--- src/rtl/brk_pkg.sv ---
// Package: shared constants and types for the address-match breakpoint unit.
// Assumes a 16-bit register bus address and byte-wide register data.
package brk_pkg;
    localparam int ADDR_W  = 16;
    localparam int BYTE_W  = 8;
    localparam int NBYTES  = ADDR_W / BYTE_W;
    localparam int REG_AW  = 16;

    localparam logic [REG_AW-1:0] OFS_STAT   = 16'hFE00;
    localparam logic [REG_AW-1:0] OFS_AUX    = 16'hFE02;
    localparam logic [REG_AW-1:0] OFS_FCTL   = 16'hFE03;
    localparam logic [REG_AW-1:0] OFS_TGT_HI = 16'hFE09;
    localparam logic [REG_AW-1:0] OFS_TGT_LO = 16'hFE0A;
    localparam logic [REG_AW-1:0] OFS_CTRL   = 16'hFE0B;

    localparam int CTRL_EN_BIT   = 7;
    localparam int CTRL_FLAG_BIT = 6;
    localparam int STAT_WAIT_BIT = 1;
    localparam int FCTL_BIT      = 7;
    localparam int AUX_BIT       = 0;
    localparam logic [BYTE_W-1:0] STAT_FIXED = 8'h10;

    localparam logic [BYTE_W-1:0] SWI_OP   = 8'h83;
    localparam logic [ADDR_W-1:0] VEC_USER = 16'hFFFC;
    localparam logic [ADDR_W-1:0] VEC_MON  = 16'hFEFC;

    typedef enum logic [1:0] {
        SEQ_IDLE = 2'd0,
        SEQ_PEND = 2'd1,
        SEQ_TAKE = 2'd2
    } seq_state_t;
endpackage

--- src/rtl/brk_regfile.sv ---
// Module: register file of the breakpoint unit.
// Holds target bytes, enable, match flag, wait bit and two spare control bits.
// Assumes writes occur on reg_wr at the clock edge; reads are combinational.
module brk_regfile
    import brk_pkg::*;
(
    input  logic              clk,
    input  logic              rst_n,
    input  logic [REG_AW-1:0] reg_addr,
    input  logic              reg_wr,
    input  logic [BYTE_W-1:0] reg_wdata,
    output logic [BYTE_W-1:0] reg_rdata,
    input  logic              hit_event,
    input  logic              wait_set,
    output logic [ADDR_W-1:0] target,
    output logic              en
);
    logic [BYTE_W-1:0] tgt_hi_q, tgt_lo_q;
    logic              en_q, flag_q, wait_q, fctl_q, aux_q;
    logic              wr_stat, wr_aux, wr_fctl, wr_hi, wr_lo, wr_ctrl;

    // Decode write strobes per register.
    always_comb begin
        wr_stat = reg_wr && (reg_addr == OFS_STAT);
        wr_aux  = reg_wr && (reg_addr == OFS_AUX);
        wr_fctl = reg_wr && (reg_addr == OFS_FCTL);
        wr_hi   = reg_wr && (reg_addr == OFS_TGT_HI);
        wr_lo   = reg_wr && (reg_addr == OFS_TGT_LO);
        wr_ctrl = reg_wr && (reg_addr == OFS_CTRL);
    end

    // Target address bytes.
    always_ff @(posedge clk) begin
        if (!rst_n) begin
            tgt_hi_q <= '0;
            tgt_lo_q <= '0;
        end else begin
            if (wr_hi) tgt_hi_q <= reg_wdata;
            if (wr_lo) tgt_lo_q <= reg_wdata;
        end
    end

    // Enable and match flag; clearing enable wins, then a hit, then a write of 0.
    always_ff @(posedge clk) begin
        if (!rst_n) begin
            en_q   <= 1'b0;
            flag_q <= 1'b0;
        end else begin
            if (wr_ctrl) en_q <= reg_wdata[CTRL_EN_BIT];
            if (wr_ctrl && !reg_wdata[CTRL_EN_BIT])       flag_q <= 1'b0;
            else if (hit_event)                           flag_q <= 1'b1;
            else if (wr_ctrl && !reg_wdata[CTRL_FLAG_BIT]) flag_q <= 1'b0;
        end
    end

    // Wait status bit: set by a break taken in wait, cleared by writing 0.
    always_ff @(posedge clk) begin
        if (!rst_n)                                    wait_q <= 1'b0;
        else if (wait_set)                             wait_q <= 1'b1;
        else if (wr_stat && !reg_wdata[STAT_WAIT_BIT]) wait_q <= 1'b0;
    end

    // Spare single-bit control registers.
    always_ff @(posedge clk) begin
        if (!rst_n) begin
            fctl_q <= 1'b0;
            aux_q  <= 1'b0;
        end else begin
            if (wr_fctl) fctl_q <= reg_wdata[FCTL_BIT];
            if (wr_aux)  aux_q  <= reg_wdata[AUX_BIT];
        end
    end

    // Read multiplexer; unimplemented bits and offsets return 0.
    always_comb begin
        reg_rdata = '0;
        unique case (reg_addr)
            OFS_STAT: begin
                reg_rdata = STAT_FIXED;
                reg_rdata[STAT_WAIT_BIT] = wait_q;
            end
            OFS_AUX:    reg_rdata[AUX_BIT]  = aux_q;
            OFS_FCTL:   reg_rdata[FCTL_BIT] = fctl_q;
            OFS_TGT_HI: reg_rdata = tgt_hi_q;
            OFS_TGT_LO: reg_rdata = tgt_lo_q;
            OFS_CTRL: begin
                reg_rdata[CTRL_EN_BIT]   = en_q;
                reg_rdata[CTRL_FLAG_BIT] = flag_q;
            end
            default:    reg_rdata = '0;
        endcase
    end

    assign target = {tgt_hi_q, tgt_lo_q};
    assign en     = en_q;
endmodule

--- src/rtl/brk_match.sv ---
// Module: byte-sliced address comparator.
// One equality comparator per address byte; a hit needs all bytes equal and enable set.
module brk_match
    import brk_pkg::*;
(
    input  logic [ADDR_W-1:0] bus_addr,
    input  logic [ADDR_W-1:0] target,
    input  logic              en,
    output logic              hit
);
    logic [NBYTES-1:0] byte_eq;

    // One comparator per byte lane.
    for (genvar b = 0; b < NBYTES; b++) begin : g_lane
        assign byte_eq[b] = (bus_addr[b*BYTE_W +: BYTE_W] == target[b*BYTE_W +: BYTE_W]);
    end

    assign hit = en && (&byte_eq);
endmodule

--- src/rtl/brk_sequencer.sv ---
// Module: break request sequencer.
// Turns match events into one request aligned to an instruction boundary.
// Assumes instr_last marks the final cycle of every instruction and ack is a one-cycle pulse.
module brk_sequencer
    import brk_pkg::*;
(
    input  logic clk,
    input  logic rst_n,
    input  logic en,
    input  logic hit,
    input  logic instr_last,
    input  logic ack,
    input  logic cpu_wait,
    output logic hit_event,
    output logic wait_set,
    output logic req
);
    seq_state_t state_q, state_d;
    logic       hit_prev_q;

    // Remember the previous hit so a held match counts once.
    always_ff @(posedge clk) begin
        if (!rst_n) hit_prev_q <= 1'b0;
        else        hit_prev_q <= hit;
    end

    assign hit_event = hit && !hit_prev_q;

    // Next-state logic: defer to boundary, take at once on the final cycle.
    always_comb begin
        state_d = state_q;
        unique case (state_q)
            SEQ_IDLE: if (hit_event) state_d = instr_last ? SEQ_TAKE : SEQ_PEND;
            SEQ_PEND: begin
                if (!en)             state_d = SEQ_IDLE;
                else if (instr_last) state_d = SEQ_TAKE;
            end
            SEQ_TAKE: if (ack)       state_d = SEQ_IDLE;
            default:                 state_d = SEQ_IDLE;
        endcase
    end

    // State register.
    always_ff @(posedge clk) begin
        if (!rst_n) state_q <= SEQ_IDLE;
        else        state_q <= state_d;
    end

    assign wait_set = cpu_wait && (state_q != SEQ_TAKE) && (state_d == SEQ_TAKE);
    assign req      = (state_q == SEQ_TAKE);
endmodule

--- src/rtl/brk_unit.sv ---
// Module: address-match breakpoint unit (top).
// Ties register file, comparator and sequencer together and drives the CPU-facing outputs.
module brk_unit
    import brk_pkg::*;
(
    input  logic              clk,
    input  logic              rst_n,
    input  logic [REG_AW-1:0] reg_addr,
    input  logic              reg_wr,
    input  logic [BYTE_W-1:0] reg_wdata,
    output logic [BYTE_W-1:0] reg_rdata,
    input  logic [ADDR_W-1:0] cpu_addr_i,
    input  logic              instr_last_i,
    input  logic              monitor_i,
    input  logic              cpu_wait_i,
    input  logic              brk_ack_i,
    output logic              brk_req_o,
    output logic              force_op_o,
    output logic [BYTE_W-1:0] opcode_o,
    output logic [ADDR_W-1:0] vector_o
);
    logic [ADDR_W-1:0] target_w;
    logic              en_w, hit_w, hit_event_w, wait_set_w, req_w;

    brk_regfile u_regs (
        .clk       (clk),
        .rst_n     (rst_n),
        .reg_addr  (reg_addr),
        .reg_wr    (reg_wr),
        .reg_wdata (reg_wdata),
        .reg_rdata (reg_rdata),
        .hit_event (hit_event_w),
        .wait_set  (wait_set_w),
        .target    (target_w),
        .en        (en_w)
    );

    brk_match u_match (
        .bus_addr (cpu_addr_i),
        .target   (target_w),
        .en       (en_w),
        .hit      (hit_w)
    );

    brk_sequencer u_seq (
        .clk        (clk),
        .rst_n      (rst_n),
        .en         (en_w),
        .hit        (hit_w),
        .instr_last (instr_last_i),
        .ack        (brk_ack_i),
        .cpu_wait   (cpu_wait_i),
        .hit_event  (hit_event_w),
        .wait_set   (wait_set_w),
        .req        (req_w)
    );

    // CPU-facing outputs: request, forced opcode and mode-selected vector.
    always_comb begin
        brk_req_o  = req_w;
        force_op_o = req_w;
        opcode_o   = req_w ? SWI_OP : '0;
        vector_o   = monitor_i ? VEC_MON : VEC_USER;
    end
endmodule

--- config.mk ---
export PLATFORM = sky130hd
export DESIGN_NAME = brk_unit
export DESIGN_NICKNAME = d
export VERILOG_FILES = /design/src/rtl/brk_pkg.sv /design/src/rtl/brk_regfile.sv /design/src/rtl/brk_match.sv /design/src/rtl/brk_sequencer.sv /design/src/rtl/brk_unit.sv
export SDC_FILE = /design/constraint.sdc
export NUM_CORES = 1
export LEC_CHECK = 0
export ABC_CLOCK_PERIOD_IN_PS = 1700
export BUFFER_PORTS_ARGS = -buffer_cell sky130_fd_sc_hd__buf_2
export CAP_MARGIN = 0
export CORE_MARGIN = 2
export CORE_UTILIZATION = 42
export DETAILED_ROUTE_END_ITERATION = 12
export PLACE_DENSITY = 0.74
export SYNTH_ARGS = -nofsm -noshare
export SYNTH_HDL_FRONTEND = slang
export SYNTH_SLANG_ARGS = --single-unit
--- constraint.sdc ---
create_clock -name clk -period 1.7 [get_ports clk]
set_input_delay 0.085 -clock clk [delete_from_list [all_inputs] [get_ports clk]]
set_output_delay 0.085 -clock clk [all_outputs]
set_load 0.005 [all_outputs]
=== Word level (Yosys, flattened, before mapping) ===
Cells that the tools add are included.

* Memories kept: 0
* Bits in read-only memories: 0
* Memory bits (writable): 0
* Input port bits: 47
* Register bits: 24
* Latch bits: 0
* Logic and storage cells: 60

* Reduce and logical (&&, ||, !) cells: 22
* Multipliers: 0
* $add $sub $neg: 0
* Bitwise logic cells: 1
* Shift operators: 0
* Equality and inequality tests: 12
* Div/mod/pow operators: 0
* Multiplexer cells: 16
* Magnitude comparators: 0

{| class="wikitable"
|+ Operator list
! cell !! count
|-
| equality test 16 bit (second input constant) || 6
|-
| equality test 8 bit || 2
|-
| one-hot mux 5 bit (3 select lines) || 1
|-
| logical AND 1 bit || 13
|-
| 2-to-1 mux 2 bit || 5
|-
| 2-to-1 mux 9 bit || 1
|-
| 2-to-1 mux 8 bit || 1
|-
| one-hot mux 1 bit (3 select lines) || 2
|-
| one-hot mux 2 bit (3 select lines) || 1
|-
| equality test 2 bit (second input constant) || 2
|-
| logical NOT 1 bit || 4
|-
| 2-to-1 mux 1 bit || 4
|-
| one-hot mux 1 bit (4 select lines) || 1
|-
| nonzero test 2 bit || 2
|-
| equality test 2 x 1 -> 1 bit (second input constant) || 1
|-
| logical NOT 2 bit || 1
|-
| != test 2 bit (second input constant) || 1
|-
| AND reduction 2 bit || 1
|-
| OR reduction 2 bit || 1
|-
| inverter 1 bit || 1
|}

=== Logic depth before layout (Yosys ltp) ===
* Depth after elaboration: 9
* Depth in mapped cells: 7

=== Hierarchy ===
A second synthesis with hierarchy kept.

* Cell total of the unflattened synthesis: 202
* Area, all modules: 1659.1 µm²

{| class="wikitable"
|+ Modules (own cells, without submodules)
! module !! cells each !! times used !! sequential area each (µm²) !! area each (µm²)
|-
| brk_regfile || 136 || 1 || 420.4 || 1137.3
|-
| brk_unit || 27 || 1 || 0.0 || 191.4
|-
| brk_match || 22 || 1 || 0.0 || 181.4
|-
| brk_sequencer || 17 || 1 || 60.1 || 148.9
|}

=== Worst setup path after synthesis ===
OpenSTA, ideal clock, no wires.

* Kind: in2reg
* Start: input port reg_addr[2]
* End: register u_regs.tgt_hi_q[4]
* Slack: 0.085 ns
* Cell stages on the path: 7
* Arrival: 1.545 ns
* Buffers on the path: 2
* Data required time: 1.630 ns
* Cells stage by stage: or4_4 > nor4_4 > and4b_1 > buf_6 > buf_12 > nand3_1 > a21boi_1

* Cells in the longest elaborated chain, start to end: 2

{| class="wikitable"
|+ Ends and longest elaborated chain
! element !! RTL line !! RTL
|-
| from (decl) || brk_unit.sv:8 || <nowiki>input logic [REG_AW-1:0] reg_addr,</nowiki>
|-
| equality test 16 bit || brk_regfile.sv:27 || <nowiki>wr_hi = reg_wr && (reg_addr == OFS_TGT_HI);</nowiki>
|-
| logical AND 1 bit || brk_regfile.sv:27 ||
|-
| to (signal assigned) || brk_regfile.sv:38 || <nowiki>if (wr_hi) tgt_hi_q <= reg_wdata;</nowiki>
|-
| to (decl) || brk_regfile.sv:18 || <nowiki>logic [BYTE_W-1:0] tgt_hi_q, tgt_lo_q;</nowiki>
|}

Every way passes these cells.
A chain may end at the register's enable or synchronous reset.

=== Worst setup path after layout ===
* Start: input port reg_addr[7]
* End: output port reg_rdata[7]

* Cells in the longest elaborated chain, start to end: 2

{| class="wikitable"
|+ Ends and longest elaborated chain
! element !! RTL line !! RTL
|-
| equality test 16 bit || brk_regfile.sv:77 || <nowiki>unique case (reg_addr)</nowiki>
|-
| one-hot mux 1 bit (4 select lines) * || brk_regfile.sv:77 ||
|-
| to (decl) || brk_unit.sv:11 || <nowiki>output logic [BYTE_W-1:0] reg_rdata,</nowiki>
|}

Every way passes the cells marked *; elsewhere a longest branch is shown, timed or not.

==> qor.txt <==
Static leakage: 0.956 nW
Crit path max-delay cell type: or4_4
Setup repair after global routing missed its margin: true
All-Layer GR Usage: 17.9%
Routed Antenna Nets: 0
Nets: 304
CTS max path bufs: 2
Initial core utilization: 44.8%
Post-synth EDFFs: 0
Fin Setup TNS: 0 ns
Register clock-pin slew on the reported worst setup and hold paths: 0.08 ns
Wire per inst: 13.2 um
Worst Hold Class: input pin to register
HPWL after DPL: 3090 um
Fillers: 370
Worst endpoint required time: 1.62 ns
Clk_skew: 0.00271 ns
H-tree levels: 1
Post-Syn Area: 1680 sq um
Placed cell area: 1950 sq um
Met2 Use GR: 30.8%
IO Port Bufs: 60
Number of antenna violations at the first check in global routing: 0
Final worst path period need: 1.66 ns
Die area: 4520 sq um
Die X: 67.2 um
Final setup vio count: 0
Post-synthesis cell count: 193
Clk_lat worst skew: 0.26 ns
Area grow syn2layout: 23.1%
Pwr dens: 500 nW/um^2
Synth area leaders: dfxtp_1 (29%), buf_4 (11%), mux2i_1 (7.2%)
Die H: 67.2 um
Gr busiest metal: met2
Asr flop ratio synth: 0%
Global Route met3 Usage: 1.83%
# placed instances: 295
Max incr delay on CP: 0.55 ns
Crit-path max FO: 12
IO Count: 81
Fin Hold WS: 0.0880 ns
VDD IR max: 0.275 mV
Primary FF master, synth: dfxtp_1
Slew Limit Fails: 0
Global route total overflow: 0
Multi-input combinational cell area: 1010 sq um
Pin count of the biggest net entering global routing: 26
Yosys Warn Count: 0
Register area share after synthesis: 28.6%
Drt via density: 5.07
Unique masters post-synth: 49
Flops & latches, synth: 24
# DRC: 0
Vias: 1,537
Post-route insts no fill: 303
Setup CP Type: input pin to output port
Layout cells sized above 1: 36.1%
Final Power: 1.03 mW
Status: finished, final reports clean
Area share of the largest cell type after synthesis: 28.6%
GR Util met1: 23.9%
Cell taking the most area after synthesis: dfxtp_1
Final hold vios: 0
CP Cell Sequence: buf_6 -> or4_4 -> nor4_4 -> and4b_1 -> buf_12 -> nand2_1 -> o21ai_1 -> buf_2
DR iter-0 viols: 69
Max frequency: 602 MHz
Vias in the first global route: 1,382
CTS root buf: clkbuf_8
Period utilization: 97.7%
TritonCTS clock tree: yes
Mean Syn Cell Area: 8.69 sq um
Cts bufs inserted: 3
CTS Sinks: 24
Crit. End Element: output port
Crit start category: input pin
R2R Setup Slk: 0.19 ns
Final Cell Area: 2070 sq um
Post-synth top cells: buf_4 (24), dfxtp_1 (24), nand2_1 (16), nor2b_1 (16), mux2i_1 (12)
Max-Cap Viols: 0
Storage cell area: 480 sq um
First-pass GRT wire length: 6240 um
DRT Pass-1 Iters: 4
Worst Path Arrival: 1.58 ns
Diodes inserted: 0
Drt total wl: 3990 um
Core box area: 3740 sq um
Cell row count: 22
GPL Wtd Cong: 0.803
==> area by class of cell <==
class | count | area share [%]
clock buffers | 3 | 2.00
inverters | 9 | 1.64
multi-input cells | 146 | 49.0
flip-flops and latches | 24 | 23.3
well taps | 48 | 2.91
repair buffers | 73 | 21.2
==> logic make-up after synthesis <==
| kind of cell | share of synthesized area, % |
|---|---|
| AO/OA/AOI/OAI | 14.0 |
| flip-flops | 28.6 |
| AND/OR/NAND/NOR | 26.3 |
| multiplexers | 8.50 |
| other | 0.448 |
| XOR/XNOR | 5.74 |
| buffers and inverters | 16.3 |
==> metrics by stage <==
| step | worst slack (ns) | util (%) |
|---|---|---|
| 2_1_floorplan | 0.0853 | - |
| 3_3_place_gp | -0.0907 | 52.1 |
| 3_5_place_dp | -0.107 | 52.1 |
| 4_1_cts | 0.00966 | 54.1 |
| 5_1_grt | -0.0488 | 55.2 |
| 6_report | 0.0391 | 55.2 |
==> cell usage in the layout, fill, tap and decap left out, types with 9 or more instances in the layout <==
cell | netlist | layout
buf_2 | 2 | 58
dfxtp_1 | 24 | 24
conb_1 | 2 | 20
nor2b_1 | 16 | 16
nand2_1 | 16 | 16
mux2i_1 | 12 | 12
nand3_1 | 11 | 11
xnor2_1 | 10 | 10
buf_4 | 24 | 10
inv_1 | 9 | 9
==> what timing repair did <==
action,in CTS,in global routing
hold buffers,1,0
setup buffers,3,1
setup endpoints to repair,8,12
pin swaps,3,2
endpoints found under the hold margin,1,0
cloned,0,0
gates resized for setup,0,10
==> flip-flops by register name, indices dropped and copies added, names as in the netlist <==
register and count:
u_regs.aux_q 1, u_seq.hit_prev_q 1, u_regs.fctl_q 1, u_regs.wait_q 1, u_regs.en 1, u_seq.state_q 2
u_regs.tgt_lo_q 8, u_regs.flag_q 1, u_regs.tgt_hi_q 8
==> routing by layer <==
| layer | vias to the layer above | share of wire (%) |
|---|---|---|
| met5 | - | 0 |
| met4 | 0 | 0.88 |
| met3 | 4 | 7.9 |
| met2 | 65 | 47 |
| met1 | 706 | 44 |
| li1 | 762 | - |
==> final timing paths <==
kind / cells after the start / endpoint / startpoint
max: 8 / reg_rdata[7] / reg_addr[7]
min: 3 / u_regs.tgt_hi_q[4] / reg_wdata[4]
max reg2reg: 5 / u_seq.state_q[0] / u_regs.tgt_lo_q[5]
min reg2reg: 1 / u_seq.state_q[0] / u_seq.state_q[1]
==> critical path, delay by kind of cell <==
| family | cells | cell delay (ns) |
|---|---|---|
| simple gates | 4 | 1.03 |
| buf+inv | 3 | 0.36 |
| compound gates | 1 | 0.09 |
==> power by group <==
part           internal (mW)  switching, mW  total [mW]
Combinational         0.0702         0.0752       0.145
Sequential             0.561     0.00000327       0.561
Clock                  0.158          0.169       0.327
No activity file was read; power rests on OpenSTA's default activity.
